<file path="src/rtl/mbox_irq_pkg.sv">
package mbox_irq_pkg;

    localparam int NPORT     = 2;
    localparam int PORT_LEFT = 0;
    localparam int PORT_RGHT = 1;

    // Decoded view of one port's access in the current cycle.
    typedef struct packed {
        logic wr;    // qualified write
        logic rd;    // qualified read
        logic hit;   // address falls on one of the two mailbox words
        logic slot;  // 0: word received by left, 1: word received by right
    } mbox_acc_t;

    function automatic logic is_write(input logic cs_n, input logic rw);
        return !cs_n && !rw;
    endfunction

    function automatic logic is_read(input logic cs_n, input logic rw, input logic oe_n);
        return !cs_n && rw && !oe_n;
    endfunction

    // A port's own receive slot index equals its port index.
    function automatic logic own_slot(input int port);
        return (port == PORT_RGHT);
    endfunction

endpackage

</file>
<file path="src/rtl/mbox_port_decode.sv">
module mbox_port_decode
    import mbox_irq_pkg::*;
#(
    parameter int ADDR_W = 13
) (
    input  logic              cs_n,
    input  logic              rw,
    input  logic              oe_n,
    input  logic [ADDR_W-1:0] addr,
    output mbox_acc_t         acc
);

    localparam int TOP_W = ADDR_W - 1;

    logic top_ones;

    // Both mailbox words share every address bit except the lowest.
    assign top_ones = &addr[ADDR_W-1:ADDR_W-TOP_W];

    always_comb begin
        acc.wr   = is_write(cs_n, rw);
        acc.rd   = is_read(cs_n, rw, oe_n);
        acc.hit  = top_ones;
        acc.slot = addr[0];
    end

endmodule

</file>
<file path="src/rtl/mbox_flag.sv">
module mbox_flag (
    input  logic clk,
    input  logic rst,
    input  logic set_i,
    input  logic clr_i,
    output logic irq_n
);

    logic pending;

    // Set takes priority so a message posted during an acknowledge survives.
    always_ff @(posedge clk) begin
        if (rst) begin
            pending <= 1'b0;
        end else if (set_i) begin
            pending <= 1'b1;
        end else if (clr_i) begin
            pending <= 1'b0;
        end
    end

    assign irq_n = !pending;

endmodule

</file>
<file path="src/rtl/mbox_store.sv">
module mbox_store
    import mbox_irq_pkg::*;
#(
    parameter int DATA_W = 9
) (
    input  logic              clk,
    input  logic              rst,
    input  mbox_acc_t         acc   [NPORT],
    input  logic [DATA_W-1:0] wdata [NPORT],
    output logic [DATA_W-1:0] rdata [NPORT]
);

    localparam int NSLOT = 2;

    logic [DATA_W-1:0] word_q [NSLOT];

    // Word storage: ports are scanned from highest index down, so the
    // lowest-numbered (left) port's assignment is the one that lands.
    for (genvar s = 0; s < NSLOT; s++) begin : g_slot
        always_ff @(posedge clk) begin
            if (rst) begin
                word_q[s] <= '0;
            end else begin
                for (int p = NPORT - 1; p >= 0; p--) begin
                    if (acc[p].wr && acc[p].hit && (int'(acc[p].slot) == s)) begin
                        word_q[s] <= wdata[p];
                    end
                end
            end
        end
    end

    // Registered read per port; holds when the port does not read.
    for (genvar p = 0; p < NPORT; p++) begin : g_rd
        always_ff @(posedge clk) begin
            if (rst) begin
                rdata[p] <= '0;
            end else if (acc[p].rd) begin
                rdata[p] <= acc[p].hit ? word_q[acc[p].slot] : '0;
            end
        end
    end

endmodule

</file>
<file path="src/rtl/mbox_irq_pair.sv">
module mbox_irq_pair
    import mbox_irq_pkg::*;
#(
    parameter int ADDR_W = 13,
    parameter int DATA_W = 9
) (
    input  logic              clk,
    input  logic              rst,
    input  logic              l_cs_n,
    input  logic              l_rw,
    input  logic              l_oe_n,
    input  logic [ADDR_W-1:0] l_addr,
    input  logic [DATA_W-1:0] l_wdata,
    output logic [DATA_W-1:0] l_rdata,
    output logic              l_irq_n,
    input  logic              r_cs_n,
    input  logic              r_rw,
    input  logic              r_oe_n,
    input  logic [ADDR_W-1:0] r_addr,
    input  logic [DATA_W-1:0] r_wdata,
    output logic [DATA_W-1:0] r_rdata,
    output logic              r_irq_n
);

    logic              cs_n_a  [NPORT];
    logic              rw_a    [NPORT];
    logic              oe_n_a  [NPORT];
    logic [ADDR_W-1:0] addr_a  [NPORT];
    logic [DATA_W-1:0] wdata_a [NPORT];
    logic [DATA_W-1:0] rdata_a [NPORT];
    logic              irq_n_a [NPORT];
    mbox_acc_t         acc     [NPORT];

    assign cs_n_a[PORT_LEFT]  = l_cs_n;
    assign rw_a[PORT_LEFT]    = l_rw;
    assign oe_n_a[PORT_LEFT]  = l_oe_n;
    assign addr_a[PORT_LEFT]  = l_addr;
    assign wdata_a[PORT_LEFT] = l_wdata;
    assign cs_n_a[PORT_RGHT]  = r_cs_n;
    assign rw_a[PORT_RGHT]    = r_rw;
    assign oe_n_a[PORT_RGHT]  = r_oe_n;
    assign addr_a[PORT_RGHT]  = r_addr;
    assign wdata_a[PORT_RGHT] = r_wdata;

    for (genvar p = 0; p < NPORT; p++) begin : g_port
        localparam int OTHER = NPORT - 1 - p;

        logic set_w;
        logic clr_w;

        mbox_port_decode #(.ADDR_W(ADDR_W)) u_dec (
            .cs_n (cs_n_a[p]),
            .rw   (rw_a[p]),
            .oe_n (oe_n_a[p]),
            .addr (addr_a[p]),
            .acc  (acc[p])
        );

        // Flag of port p: raised by the other port writing p's slot,
        // dropped by p reading its own slot.
        assign set_w = acc[OTHER].wr && acc[OTHER].hit && (acc[OTHER].slot == own_slot(p));
        assign clr_w = acc[p].rd && acc[p].hit && (acc[p].slot == own_slot(p));

        mbox_flag u_flag (
            .clk   (clk),
            .rst   (rst),
            .set_i (set_w),
            .clr_i (clr_w),
            .irq_n (irq_n_a[p])
        );
    end

    mbox_store #(.DATA_W(DATA_W)) u_store (
        .clk   (clk),
        .rst   (rst),
        .acc   (acc),
        .wdata (wdata_a),
        .rdata (rdata_a)
    );

    assign l_rdata = rdata_a[PORT_LEFT];
    assign r_rdata = rdata_a[PORT_RGHT];
    assign l_irq_n = irq_n_a[PORT_LEFT];
    assign r_irq_n = irq_n_a[PORT_RGHT];

endmodule

</file>
<file path="config.mk">
export PLATFORM = sky130hd
export DESIGN_NAME = mbox_irq_pair
export DESIGN_NICKNAME = d
export VERILOG_FILES = /design/src/rtl/mbox_irq_pkg.sv /design/src/rtl/mbox_port_decode.sv /design/src/rtl/mbox_flag.sv /design/src/rtl/mbox_store.sv /design/src/rtl/mbox_irq_pair.sv
export SDC_FILE = /design/constraint.sdc
export NUM_CORES = 1
export LEC_CHECK = 0
export ABC_CLOCK_PERIOD_IN_PS = 2500
export BUFFER_PORTS_ARGS = -buffer_cell sky130_fd_sc_hd__buf_2
export CORE_ASPECT_RATIO = 1.25
export CORE_MARGIN = 2
export CORE_UTILIZATION = 45
export DETAILED_ROUTE_END_ITERATION = 12
export HOLD_SLACK_MARGIN = 0.08
export PLACE_DENSITY_LB_ADDON = 0.2
export SYNTH_ARGS = -nofsm -noshare
export SYNTH_HDL_FRONTEND = slang
export SYNTH_SLANG_ARGS = --single-unit
</file>
<file path="constraint.sdc">
create_clock -name clk -period 2.5 [get_ports clk]
set_clock_uncertainty 0.15 [all_clocks]
set_input_delay 0.125 -clock clk [delete_from_list [all_inputs] [get_ports clk]]
set_output_delay 0.125 -clock clk [all_outputs]
set_load 0.02 [all_outputs]
</file>
# Word level (Yosys, flattened, before mapping)
# Memories as Yosys holds them, arrays and structs flattened.
# Index checks and enable logic that the tools add are counted.
classes:
  n_mux: 24
  bitwise_logic: 8
  reduce_logical: 29
ops:
  columns: ["operator", "n"]
  rows:
  - ["$mux W9", 6]
  - ["$reduce_and A12 Y1", 2]
  - ["$mux W1", 18]
  - ["$logic_and A1 B1 Y1", 17]
  - ["$logic_not A1 Y1", 8]
  - ["$not A1 Y1", 4]
  - ["$or A1 B1 Y1", 4]
  - ["$reduce_bool A2 Y1", 2]
totals:
  register_bits: 20
  ram_bits: 18
  in_bits: 52
  out_inout_bits: 20
  elab_cells: 66
  n_memories: 1
mem_list:
  columns: ["name", "words", "width", "read_ports", "rd_clocked_by_memory_dff", "wr", "line", "rtl"]
  rows:
  - ["u_store.word_q", 2, 9, 2, 0, 2, "mbox_store.sv:15", "logic [DATA_W-1:0] word_q [NSLOT];"]

# Longest topological paths before layout
# Gate-level depths: netlist (run 1).
logic_depth:
  ltp_word: 9
  mapped_depth: 6
  mapped_depth_nobuf: 4

# By module
# Synthesis (run 1) repeated with hierarchy kept, for this count alone.
unflattened:
  cells_unflattened: 174
  area_unflattened_um2: 1905.6
by_module_without_submodules:
  columns: ["mod", "n_inst", "cells_per_inst", "area_per_inst_um2", "seq_area_each_um2"]
  rows:
  - ["mbox_store", 1, 144, 1677.9, 900.9]
  - ["mbox_port_decode", 2, 8, 55.1, 0.0]
  - ["mbox_flag", 2, 5, 42.5, 20.0]
  - ["mbox_irq_pair", 1, 4, 32.5, 0.0]

# Worst setup path before layout (run 1)
# OpenSTA, ideal clock, no wires.
synth_timing:
  path_kind: "input to register"
  from: "in rst"
  to: "mem u_store.word_q[1][0], enable pin"
  setup_ps: 334
  arrival_ps: 1376
  t_required_ps: 2016
  setup_slack_ps: 640
  cell_stages: 4
  path_buffers: 1
  path_cell_list: "buf_6 > or4b_4 > nor4_4 > or3_1"
synth_lines:
  columns: ["element", "line", "rtl"]
  rows:
  - ["start, declared", "mbox_irq_pair.sv:8", "input logic rst,"]
  - ["end, declared", "mbox_store.sv:15", null]

==> results of run 1 <==
==> path summary, 6_finish.rpt <==
check                                startpoint                                     to  slack, ns  cells past startpoint
max                                   l_addr[0]     u_store.word_q[1][5]$_SDFFCE_PN0P_       0.20                      7
min                                      r_oe_n  g_port[1].u_flag.pending$_SDFFE_PP0P_        0.1                      4
max reg2reg  u_store.word_q[1][4]$_SDFFCE_PN0P_         u_store.rdata[13]$_SDFFE_PP0P_       1.33                      3
min reg2reg       u_store.rdata[3]$_SDFFE_PP0P_          u_store.rdata[3]$_SDFFE_PP0P_       0.30                      2
==> cells by family after synthesis <==
group,Yosys count
flip-flops,38
multiplexers,21
AO/OA/AOI/OAI,37
buffers and inverters,13
AND/OR/NAND/NOR,57
==> final cells by class <==
cell class / count / area (µm²) / area share, %
Clock inverter: 1 / 5.00 / 0.186
Timing Repair Buffer: 103 / 666 / 24.7
Tap cell: 56 / 70.1 / 2.60
Sequential cell: 38 / 941 / 34.9
Multi-Input combinational cell: 115 / 902 / 33.5
Inverter: 7 / 26.3 / 0.974
Clock buffer: 7 / 86.3 / 3.20
==> critical path, delay by kind of cell <==
family          cells  cell delay, ns
compound gates      1            0.19
buf+inv             3            1.10
simple gates        3            0.78
==> cells in the mapped netlist (2+ instances only) <==
| master | number | area share (%) |
|---|---|---|
| edfxtp_1 | 18 | 28 |
| a22o_1 | 12 | 5.5 |
| inv_1 | 7 | 1.4 |
| nand4_1 | 4 | 1.3 |
| o21ai_0 | 12 | 3.1 |
| dfxtp_1 | 20 | 21 |
| nor2b_1 | 2 | 0.66 |
| buf_6 | 2 | 1.2 |
| a31o_2 | 2 | 0.92 |
| nor4_4 | 4 | 4.5 |
| nor4_1 | 2 | 0.66 |
| nor4_2 | 2 | 1.3 |
| mux2i_1 | 12 | 6.3 |
| nor2_1 | 10 | 2.0 |
| a22oi_1 | 9 | 3.5 |
| clkbuf_1 | 2 | 0.39 |
| mux2_2 | 9 | 5.3 |
| nand2_1 | 20 | 3.9 |
==> sequential cells by signal (all words and copies together), names as in the netlist <==
register               cells
u_store.rdata             18
g_port.u_flag.pending      2
u_store.word_q            18
==> power groups by stage <==
stage	clock network (mW)	logic (mW)	registers, mW
after floorplan	0	0.0569	0.683
after global placement	0	0.120	0.685
after detailed placement	0	0.120	0.686
after CTS	0.437	0.144	0.672
after global routing	0.466	0.158	0.673
final	0.431	0.146	0.672
==> cell usage in the layout (no fill, tap or decap), types with 2 or more instances in the layout <==
cell type,n
mux2_2,9
edfxtp_1,18
clkbuf_8,6
mux2i_1,12
nor4_2,2
buf_2,71
buf_4,4
nor2b_1,2
nor2_1,10
o21ai_0,12
nand2_1,20
nor4_4,4
nor4_1,2
inv_1,7
a22oi_1,9
dlygate4sd3_1,28
a31o_2,2
nand4_1,4
a22o_1,12
dfxtp_1,20
==> metal layers <==
| metal | track usage, % | vias to the layer above | wire, µm |
|---|---|---|---|
| li1 | - | 844 | - |
| met1 | 22.3 | 783 | 1760 |
| met2 | 43.9 | 71 | 2820 |
| met3 | 3.81 | 10 | 302 |
| met4 | 9.78 | 0 | 125 |
| met5 | 0 | - | 0 |
==> stage by stage <==
stage	std cells	hold WS, ns
after floorplan	166	0.162
after global placement	291	0.279
after detailed placement	291	0.282
after CTS	327	0.0938
after global routing	327	0.117
final	327	0.0993
==> reports/metrics.cfg, run 1 <==
[detailed_routing]
first_pass_iters = 4
drcViolationCount = 0
wire_per_inst_um = 15.3
drt-vias-per-instance = 5.22
routed_wl_mm = 5.01
drt-initial-drc-count = 94
vias = 1708
ant_nets = 0

[critical_path]
cp.required_ns = 2.39
crit_arrival_ns = 2.19
cp_max_fo = 14
crit_slowest_cell = dlygate4sd3_1
path_class = in2reg
max_stage_delay_ns = 0.56
crit_path_end_kind = flop
cp-start-kind = input port
path_cells = buf_2 -> or4b_4 -> nor4_4 -> buf_4 -> nor2b_2 -> a22o_1 -> dlygate4sd3_1

[pwr]
intPower_uw = 964
netSwitchingFraction_pct = 22.8
ir_drop_v = 0.000293
p_sw_uw = 284
p_leak_nw = 1.17
p_clk_share_pct = 34.5
p_seq_share_pct = 53.8
comb_power_share_pct = 11.7
p_per_area_mw_per_mm2 = 463
power.total_mw = 1.25

[timing]
slew_violations = 0
setup_slack_ns = 0.202
period_minus_slack_ns = 2.30
fin_crit_sh_pct = 91.9
slew_headroom_pct = 56.0
finalSetupViolCount = 0
setup_tns_ns = 0
hold_viol_final = 0
fmax_mhz = 435
worst_slew_pin_slew_ns = 0.655
rsz0062_at_grt = false

[logic_synthesis]
yosys_most_used_dff = dfxtp_1
synth_warnings = 0
synth_xor_area_share_pct = 0
synth_top_family_by_area = simple AND/OR/NAND/NOR gates
syn-num-nets = 218
ys_types = 35
synth-edff-count = 18
synth_compound_area_share_pct = 13.8
synth_area_mm2 = 0.00191
postSynth.asyncResetShare_pct = 0
synthMuxAreaShare_pct = 11.6
ys_seq_area_share_pct = 49.3
syn_area_per_cell_um2 = 11.5
synthSimpleGateAreaFrac_pct = 21.8
ys_ff_latch = 38
synthAdderAreaFrac_pct = 0
synthCells = 166

[clocking]
max-clock-path-buffers = 2
cts_setup_buffers = 0
cts_hold_buf = 28
cts_sinks = 38
cts_tree = yes
cts-htree-levels = 2
clockRootBuffer = clkbuf_8
clkTransAtPathRegs_ns = 0.07
clkLatencyLatePin_ns = 0.29
post_cts_resized = 0
cts_buffers = 5

[floorplanning]
die_area_mm2 = 0.00478
core_area_mm2 = 0.00407
initial_core_util_pct = 46.9
chipWidth_um = 62.2
num_rows = 26
dieHeight_um = 76.8
io_pins = 72

[run_status]
status = finished clean

[placement]
place_hpwl_mm = 3.40
placed_area_mm2 = 0.00232
gp_congestion = 0.783
io_buffer_count = 71
post-place-ws_ns = 0.393

[layout]
nets = 322
stdcell_area_mm2 = 0.00270
drive_above_1_share_pct = 38.4
utilization_pct = 66.3
syn2layout_area_growth_pct = 41.3
diodes = 0
nFillCells = 350

[global_route]
grt_max_degree = 15
grt_pass1_vias = 1672
antenna_found_initial = 0
grt_use_total_pct = 22.2
grt_overflow = 0
grt_pass1_wl_mm = 8.04

[min_path]
hold_class = in2reg

[run]
cap_violations = 0

Note: power is estimated with default switching activity, not from simulation.
==> inputs of run 2 (changes only) <==
==> constraint.sdc (replaced) <==
create_clock -name clk -period 2.5 [get_ports clk]
set_clock_uncertainty 0.15 [all_clocks]
set_input_delay 0.25 -clock clk [delete_from_list [all_inputs] [get_ports clk]]
set_output_delay 0.25 -clock clk [all_outputs]
set_load 0.02 [all_outputs]
==> run 2 against run 1 <==
Sequential share of layout area is 3.6 points higher; count of clock-buffer cells in the layout is 1 higher; first-iteration DRC count is 44% lower; critical path type unchanged.
==> reports/metrics.cfg, run 2 (synthesis gave the netlist of run 1 again) <==
[clocking]
clockRootBuffer = clkbuf_8
max-clock-path-buffers = 2  ; unchanged
cts_buffers = 5  ; unchanged
cts_tree = yes
cts_hold_buf = 0  ; -100%
clkTransAtPathRegs_ns = 0.07  ; about the same
clkLatencyLatePin_ns = 0.29  ; about the same
cts_sinks = 38  ; unchanged
cts_setup_buffers = 0  ; unchanged
cts-htree-levels = 2  ; unchanged
post_cts_resized = 0  ; unchanged

[min_path]
hold_class = in2reg

[pwr]
power.total_mw = 1.23  ; -1.8%
p_per_area_mw_per_mm2 = 502  ; +8.3%
ir_drop_v = 0.000277  ; -5.4%
p_leak_nw = 1.05  ; -10%

[placement]
post-place-ws_ns = 0.263  ; -0.130 ns
io_buffer_count = 71  ; unchanged
gp_congestion = 0.777  ; -0.80%
place_hpwl_mm = 3.42  ; +0.58%
dp_cells = 295  ; +1.4%

[layout]
diodes = 0  ; unchanged
drive_above_1_share_pct = 43.3  ; +4.9 points
instances_no_fill = 303  ; -7.3%
layout_commonest_cell = buf_2
nets = 298  ; -7.5%
utilization_pct = 60.1  ; -6.2 points
top_regs = u_store.rdata (18), u_store.word_q (18), g_port.u_flag.pending (2)
syn2layout_area_growth_pct = 28.1
nFillCells = 370  ; +5.7%
layout_common_cells = buf_2, nand2_1, dfxtp_1

[floorplanning]
chipWidth_um = 62.2  ; unchanged
die_area_mm2 = 0.00478  ; unchanged
num_rows = 26  ; unchanged
io_pins = 72  ; unchanged
initial_core_util_pct = 46.9  ; unchanged
core_area_mm2 = 0.00407  ; unchanged
dieHeight_um = 76.8  ; unchanged

[timing]
fin_crit_sh_pct = 75.9  ; -16 points
fmax_mhz = 527  ; +21%
hold_viol_final = 0  ; unchanged
rsz0062_at_grt = false
period_minus_slack_ns = 1.90  ; -0.399 ns
setup_slack_ns = 0.601  ; +0.399 ns
finalSetupViolCount = 0  ; unchanged
slew_headroom_pct = 66.2  ; +10 points
worst_slew_pin_slew_ns = 0.506  ; -0.149 ns
slew_violations = 0  ; unchanged
setup_tns_ns = 0  ; unchanged

[critical_path]
cp.required_ns = 2.29  ; -0.10 ns
worst-path-buf-inv = 1  ; -2
crit_arrival_ns = 1.69  ; -0.50 ns
max_stage_delay_ns = 0.56  ; about the same
path_delay_family = simple AND/OR/NAND/NOR gates
crit_path_end_kind = flop
crit_slowest_cell = or4_1
cp_max_fo = 13  ; -1
path_cells = buf_2 -> or4_1 -> nor4_2 -> a211o_1
path_class = in2reg
cp-start-kind = input port

[global_route]
grt_pass1_wl_mm = 7.42  ; -7.6%
grt_pass1_vias = 1623  ; -2.9%
grt_overflow = 0  ; unchanged
grt_max_degree = 18  ; +3
grt_use_total_pct = 20.5  ; -1.7 points
antenna_found_initial = 0  ; unchanged

[detailed_routing]
first_pass_iters = 4  ; unchanged
routed_wl_mm = 4.55  ; -9.1%
vias = 1588  ; -7.0%
ant_nets = 0  ; unchanged
wire_per_inst_um = 15.0  ; -2.0%
drt-initial-drc-count = 53  ; -44%
drcViolationCount = 0  ; unchanged
drt-vias-per-instance = 5.24  ; +0.34%

[run]
cap_violations = 0  ; unchanged

[run_status]
status = finished clean

==> run 2: cell count changes in the layout (fill, tap and decap cells not counted) <==
cell / change
dlygate4sd3_1: -28
buf_4: +4
clkbuf_1: +1
clkinv_2: -1
==> run 2: final timing paths <==
kind                                 startpoint                                  to  slack (ns)  cells after the start
min                                  r_wdata[4]  u_store.word_q[1][4]$_SDFFCE_PN0P_        0.11                      2
min reg2reg       u_store.rdata[3]$_SDFFE_PP0P_       u_store.rdata[3]$_SDFFE_PP0P_        0.30                      2
max                                   l_addr[0]      u_store.word_q[0][0]$_DFFE_PP_        0.60                      4
max reg2reg  u_store.word_q[1][1]$_SDFFCE_PN0P_      u_store.rdata[10]$_SDFFE_PP0P_        1.34                      3
==> run 2: routing by layer <==
layer | track usage (%) | part of all wire (%) | up-vias
met5 | 0 | 0 | -
met4 | 10.2 | 1.8 | 0
met3 | 4.55 | 5.2 | 7
met2 | 38.6 | 53 | 63
met1 | 21.0 | 40 | 727
li1 | - | - | 791
==> run 2: area by class of cell <==
| type | instances | area (µm²) | share of cell area [%] |
|---|---|---|---|
| well taps | 56 | 70.1 | 2.87 |
| clock buffers | 8 | 90.1 | 3.68 |
| flip-flops and latches | 38 | 941 | 38.5 |
| inverters | 7 | 26.3 | 1.07 |
| repair buffers | 79 | 415 | 17.0 |
| multi-input cells | 115 | 902 | 36.9 |
==> run 2: through the flow <==
stage	instance area (µm²)	hold WS, ns
floorplan	1910	0.287
global placement	2350	0.280
detailed placement	2350	0.290
CTS	2440	0.102
global route	2440	0.100
finish	2440	0.112
==> run 2: worst reg2reg max path, delay by kind of cell (launching register included) <==
kind               cells  cell delay [ns]
DFF                    1             0.39
AOI/OAI and AO/OA      1             0.15
and+or+nand+nor        1             0.06
muxes                  1             0.29
==> run 2: where the power goes <==
| group | leakage (nW) | switching [mW] | internal, mW | total, mW |
|---|---|---|---|---|
| logic | 0.668 | 0.0628 | 0.0573 | 0.120 |
| clock network | 0.0455 | 0.210 | 0.225 | 0.435 |
| registers | 0.332 | 0.00678 | 0.664 | 0.671 |
| total | 1.05 | 0.279 | 0.947 | 1.23 |
